File: src/rtl/bre_pkg.sv
package bre_pkg;

   localparam int WORD_W  = 48;
   localparam int TAG_W   = 4;
   localparam int OFF_W   = 23;
   localparam int TBL_W   = 16;

   localparam logic [2:0] OP_JUMP = 3'd1;
   localparam logic [2:0] OP_COND = 3'd2;

   typedef enum logic [1:0] {
      LINK_NONE  = 2'd0,
      LINK_PLAIN = 2'd1,
      LINK_CALL  = 2'd2,
      LINK_RET   = 2'd3
   } link_e;

   typedef struct packed {
      logic              hit;
      logic              taken;
      link_e             link;
      logic [OFF_W-1:0]  off;
      logic [TAG_W-1:0]  tag;
   } br_dec_t;

endpackage

File: src/rtl/bre_decode.sv
module bre_decode
   import bre_pkg::*;
(
   input  logic              ext_fmt,
   input  logic [WORD_W-1:0] word,
   input  logic [1:0]        cond_a,
   input  logic [1:0]        cond_b,
   output br_dec_t           dec
);

   logic [2:0]       op;
   logic [3:0]       lut_idx;
   logic [TBL_W-1:0] table_bits;
   logic [1:0]       short_code;

   assign op         = word[2:0];
   assign lut_idx    = {cond_b, cond_a};
   assign table_bits = word[WORD_W-1 -: TBL_W];
   assign short_code = word[15:14];

   always_comb begin
      dec       = '0;
      dec.tag   = word[6:3];
      dec.link  = LINK_PLAIN;
      if (ext_fmt) begin
         dec.hit   = (op == OP_JUMP) || (op == OP_COND);
         dec.taken = dec.hit && table_bits[lut_idx];
         dec.link  = link_e'(word[8:7]);
         dec.off   = word[31:9];
      end else begin
         unique case (op)
            OP_JUMP: begin
               dec.hit   = 1'b1;
               dec.taken = 1'b1;
               dec.link  = link_e'(word[8:7]);
               dec.off   = {{(OFF_W-7){word[15]}}, word[15:9]};
            end
            OP_COND: begin
               dec.hit   = 1'b1;
               dec.taken = short_code[cond_a[0]];
               dec.off   = {{(OFF_W-7){word[13]}}, word[13:7]};
            end
            default: dec.hit = 1'b0;
         endcase
      end
   end

endmodule

File: src/rtl/bre_retstack.sv
module bre_retstack #(
   parameter int W     = 32,
   parameter int DEPTH = 4
) (
   input  logic         clk,
   input  logic         rst_n,
   input  logic         push,
   input  logic         pop,
   input  logic [W-1:0] din,
   output logic [W-1:0] top,
   output logic         empty,
   output logic         full
);

   localparam int CNT_W = $clog2(DEPTH + 1);

   if (DEPTH < 1) begin : g_bad_depth
      $error("bre_retstack: DEPTH must be at least 1");
   end

   logic [CNT_W-1:0]   cnt;
   logic [DEPTH*W-1:0] flat;
   logic               do_push;
   logic               do_pop;

   assign empty   = (cnt == '0);
   assign full    = (cnt == CNT_W'(DEPTH));
   assign do_push = push && !full;
   assign do_pop  = pop && !empty;
   assign top     = flat[W-1:0];

   always_ff @(posedge clk) begin
      if (!rst_n)       cnt <= '0;
      else if (do_push) cnt <= cnt + 1'b1;
      else if (do_pop)  cnt <= cnt - 1'b1;
   end

   for (genvar i = 0; i < DEPTH; i++) begin : g_ent
      logic [W-1:0] q;
      logic [W-1:0] above;
      logic [W-1:0] below;

      if (i == 0) begin : g_first
         assign above = din;
      end else begin : g_mid
         assign above = flat[(i-1)*W +: W];
      end

      if (i == DEPTH-1) begin : g_last
         assign below = '0;
      end else begin : g_inner
         assign below = flat[(i+1)*W +: W];
      end

      always_ff @(posedge clk) begin
         if (!rst_n)       q <= '0;
         else if (do_push) q <= above;
         else if (do_pop)  q <= below;
      end

      assign flat[i*W +: W] = q;
   end


   push_lands_chk: assert property (@(posedge clk) disable iff (!rst_n)
      push && !full |=> top == $past(din));


   overflow_hold_chk: assert property (@(posedge clk) disable iff (!rst_n)
      push && full |=> full && top == $past(top));


   underflow_hold_chk: assert property (@(posedge clk) disable iff (!rst_n)
      pop && empty |=> empty);

endmodule

File: src/rtl/branch_lut_eval.sv
module branch_lut_eval
   import bre_pkg::*;
#(
   parameter int ADDR_W   = 32,
   parameter int STEP     = 1,
   parameter int RS_DEPTH = 4
) (
   input  logic              clk,
   input  logic              rst_n,
   input  logic              vld_in,
   input  logic              ext_fmt,
   input  logic [47:0]       br_word,
   input  logic [1:0]        cond_a,
   input  logic [1:0]        cond_b,
   input  logic [ADDR_W-1:0] pc,
   output logic              vld_out,
   output logic              taken,
   output logic [ADDR_W-1:0] next_addr,
   output logic [3:0]        dest_tag,
   output logic              stack_err
);

   if (ADDR_W < OFF_W) begin : g_bad_addr
      $error("branch_lut_eval: ADDR_W must hold the 23-bit offset");
   end
   if (STEP < 1) begin : g_bad_step
      $error("branch_lut_eval: STEP must be positive");
   end

   br_dec_t           dec;
   logic [ADDR_W-1:0] off_ext;
   logic [ADDR_W-1:0] target;
   logic [ADDR_W-1:0] fall;
   logic [ADDR_W-1:0] rs_top;
   logic              rs_empty;
   logic              rs_full;
   logic              is_call;
   logic              is_ret;
   logic              err_now;
   logic [ADDR_W-1:0] next_now;

   bre_decode u_dec (
      .ext_fmt (ext_fmt),
      .word    (br_word),
      .cond_a  (cond_a),
      .cond_b  (cond_b),
      .dec     (dec)
   );

   if (ADDR_W > OFF_W) begin : g_sext
      assign off_ext = {{(ADDR_W-OFF_W){dec.off[OFF_W-1]}}, dec.off};
   end else begin : g_nosext
      assign off_ext = dec.off;
   end

   assign target  = pc + off_ext;
   assign fall    = pc + ADDR_W'(STEP);
   assign is_call = vld_in && dec.taken && (dec.link == LINK_CALL);
   assign is_ret  = vld_in && dec.taken && (dec.link == LINK_RET);
   assign err_now = (is_call && rs_full) || (is_ret && rs_empty);

   always_comb begin
      if (!dec.taken)              next_now = fall;
      else if (is_ret && !rs_empty) next_now = rs_top;
      else                         next_now = target;
   end

   bre_retstack #(.W(ADDR_W), .DEPTH(RS_DEPTH)) u_rs (
      .clk   (clk),
      .rst_n (rst_n),
      .push  (is_call),
      .pop   (is_ret),
      .din   (fall),
      .top   (rs_top),
      .empty (rs_empty),
      .full  (rs_full)
   );

   always_ff @(posedge clk) begin
      if (!rst_n) begin
         vld_out   <= 1'b0;
         taken     <= 1'b0;
         next_addr <= '0;
         dest_tag  <= '0;
         stack_err <= 1'b0;
      end else begin
         vld_out   <= vld_in;
         stack_err <= vld_in && err_now;
         if (vld_in) begin
            taken     <= dec.taken;
            next_addr <= next_now;
            dest_tag  <= dec.tag;
         end
      end
   end


   vld_follow_chk: assert property (@(posedge clk) disable iff (!rst_n)
      vld_in |=> vld_out);


   vld_idle_chk: assert property (@(posedge clk) disable iff (!rst_n)
      !vld_in |=> !vld_out && $stable(next_addr) && $stable(taken));


   never_code_chk: assert property (@(posedge clk) disable iff (!rst_n)
      vld_in && !ext_fmt && br_word[2:0] == OP_COND && br_word[15:14] == 2'b00
      |=> !taken);


   foreign_op_chk: assert property (@(posedge clk) disable iff (!rst_n)
      vld_in && br_word[2:0] != OP_JUMP && br_word[2:0] != OP_COND
      |=> !taken && !stack_err && next_addr == $past(pc) + ADDR_W'(STEP));


   err_taken_chk: assert property (@(posedge clk) disable iff (!rst_n)
      stack_err |-> vld_out && taken);

endmodule

File: config.mk
export PLATFORM = sky130hd
export DESIGN_NAME = branch_lut_eval
export DESIGN_NICKNAME = d
export VERILOG_FILES = /design/src/rtl/bre_pkg.sv /design/src/rtl/bre_decode.sv /design/src/rtl/bre_retstack.sv /design/src/rtl/branch_lut_eval.sv
export SDC_FILE = /design/constraint.sdc
export NUM_CORES = 1
export LEC_CHECK = 0
export CAP_MARGIN = 20
export CORE_MARGIN = 2
export CORE_UTILIZATION = 23
export DETAILED_ROUTE_END_ITERATION = 8
export GPL_TIMING_DRIVEN = 0
export SETUP_SLACK_MARGIN = 0.5
export SLEW_MARGIN = 10
export SYNTH_ARGS = -nofsm -noshare
export SYNTH_HDL_FRONTEND = slang
export SYNTH_HIERARCHICAL = 1
export SYNTH_SLANG_ARGS = --single-unit
File: constraint.sdc
create_clock -name clk -period 4.98 [get_ports clk]
set_input_delay 0.996 -clock clk [delete_from_list [all_inputs] [get_ports clk]]
set_output_delay 0.996 -clock clk [all_outputs]
set_load 0.01 [all_outputs]
==> out/summary.txt <==
worst r2r dst = next_addr[2]$_SDFFE_PN0P_
Die Width = 214 um
Layout area overhead = 25.8%
ratio of cells with drive above 1 in the final layout = 0.0901
clk sinks = 170
Critical R2R Launch = u_rs/cnt[0]$_SDFFE_PN0P_
vias in the first global route = 10200
Setup Crit Path Kind = primary input to flop
Via density = 5.06
Startpoint Class = primary input
drt first pass iters = 6
CTS tree = done
Hold Crit Class = flop to flop
total of max-cap violations = 0
Power Density = 265 mW/mm^2
nets = 1588
DRT antenna net count = 0
average size of a mapped cell = 7.67 sq um
WL final = 36600 um
hold depth = 2
htree depth = 4
CP dominant cell by count = buf_6
run status = finished clean
final hold viol count = 0
Post-Place Cells = 2031
internal reg-to-reg setup slack = 2480 ps
largest net degree at the start of global routing = 17
slowest CP cell = clkdlybuf4s50_1
WHS Endpoint = next_addr[25]$_SDFFE_PN0P_
core area = 0.0434 sq mm
Worst Tran Pin Value = 834 ps
maximum fanout along the worst path = 10
Setup crit end kind = flop
Die Ht = 214 um
Layout Cells excl Fill = 2062
final setup vio count = 0
cell family with most CP delay = compound AO/OA/AOI/OAI gates
hold path start = next_addr[25]$_SDFFE_PN0P_
Num CTS Buffers = 17
clk slew on worst S/H paths = 60 ps
relative slew slack = 0.444
CTS root buf = clkbuf_16
Tmin final = 4430 ps
Post-CTS Hold Buffers = 0
initial core utilization = 0.234
placed wire-length estimate = 29200 um
placed instance area = 0.0121 sq mm
gr ovfl total = 0
Ys Warns = 6
vias = 10400
filler cell count = 4699
Total Routing Usage GR = 0.153
GP Congestion = 0.890
reg2reg path depth = 10
P_leak = 4.49 nW
post-synthesis cell count = 1324
syn_nets = 1446
Worst Skew = 6.89 ps
max-slew violation count = 0
unrepaired setup endpoints after global routing = yes
CTS Buffer Depth = 2
DR WL/cell = 17.7 um
clk_lat worst skew = 430 ps
PortBufs = 122
Worst EP required = 5270 ps
Fmax = 226 MHz
I/O pins = 127
Final Cycle Share = 0.889
first-pass GRT wire length = 56500 um
CP Buf/Inv Count = 4
DR iter-0 viols = 1047
crit path cell chain = clkdlybuf4s50_1 > nor2b_4 > buf_6 > a22oi_2 > or3_1 > buf_6 > buf_6 > nand2_1 > ha_1 > a21o_1 > a21o_1 > a2111oi_2 > o31ai_1 > a21oi_2 > xnor2_1 > a221oi_4 > a21oi_1
peak supply drop = 0.000242 V
Design Area, Final = 0.0128 sq mm
DIE AREA = 0.0459 sq mm
crit path DAT = 4720 ps
initial antenna violation count = 0
CP peak stage delay = 510 ps
DRC = 0
# rows = 76
Mapped Area = 0.0102 sq mm
[registers in the layout, summed over array words and instances (netlist names)]
name	count
vld_out	1
u_rs/cnt	3
stack_err	1
dest_tag	4
next_addr	32
u_rs/g_ent.below	96
taken	1
u_rs/top	32
[placed cells by master, fill, tap and decap left out, types with 31 or more instances in the layout]
master,instances
o21ai_0,58
clkbuf_1,42
nor2b_1,46
dfxtp_1,170
a21oi_1,47
clkdlybuf4s50_1,122
a31oi_1,98
nor2_1,41
ha_1,31
a22oi_1,45
o21ai_1,84
nand2_1,308
[repair_timing]
action / CTS / global route
resized for setup: 12 / 19
buffers inserted: 0 / 1
pin swaps: 0 / 2
setup endpoints to repair: 75 / 52
endpoints found under the hold margin: 0 / 0
[final cells by class]
class                   count  area (sq um)  area share
inverters                  24          90.1     0.00705
flip-flops and latches    170          3400       0.266
clock inverters             9           100     0.00784
well taps                 585           732      0.0573
repair buffers            123          1230      0.0962
clock buffers              20           457      0.0357
diodes                      1          2.50    0.000196
multi-input cells        1026          6140       0.481
plain buffers             104           618      0.0484
[layer usage]
metal	part of all wire	global-route usage
met5	0	0
met4	0.0098	0.0306
met3	0.071	0.0373
met1	0.48	0.216
met2	0.44	0.237
[worst max path at each step]
| stage | from | end | slack, ps | cells after the start |
|---|---|---|---|---|
| 2_1_floorplan | br_word[0] | next_addr[29]$_SDFFE_PN0P_ | 840 | 16 |
| 3_3_place_gp | ext_fmt | next_addr[22]$_SDFFE_PN0P_ | -590 | 15 |
| 6_report | br_word[0] | next_addr[22]$_SDFFE_PN0P_ | 550 | 17 |
| 3_5_place_dp | ext_fmt | next_addr[22]$_SDFFE_PN0P_ | -680 | 15 |
| 5_1_grt | ext_fmt | next_addr[22]$_SDFFE_PN0P_ | 320 | 15 |
| 4_1_cts | ext_fmt | next_addr[22]$_SDFFE_PN0P_ | 460 | 15 |
[where the power goes]
part	internal, mW	leakage (nW)	switching [mW]
Clock	0.751	0.273	0.546
Combinational	0.295	2.84	0.372
Sequential	1.39	1.38	0.0247
Total	2.44	4.49	0.943
[stage by stage]
stage	power (mW)	util	setup slack [ps]	hold WS, ps	TNS [ps]
after floorplan	1.82	-	838	448	0
after global placement	2.08	0.279	-588	438	-3830
after detailed placement	2.09	0.279	-676	447	-5300
after CTS	3.38	0.293	461	460	0
after global routing	3.51	0.295	323	464	0
final	3.38	0.295	551	454	0
[worst register-to-register path, delay by kind of cell (launching register included)]
family | cells | cell delay, ps
flops | 1 | 370
compound gates | 3 | 380
simple gates | 5 | 1000
buf+inv | 2 | 660
Power figures use the tool's default switching activity.
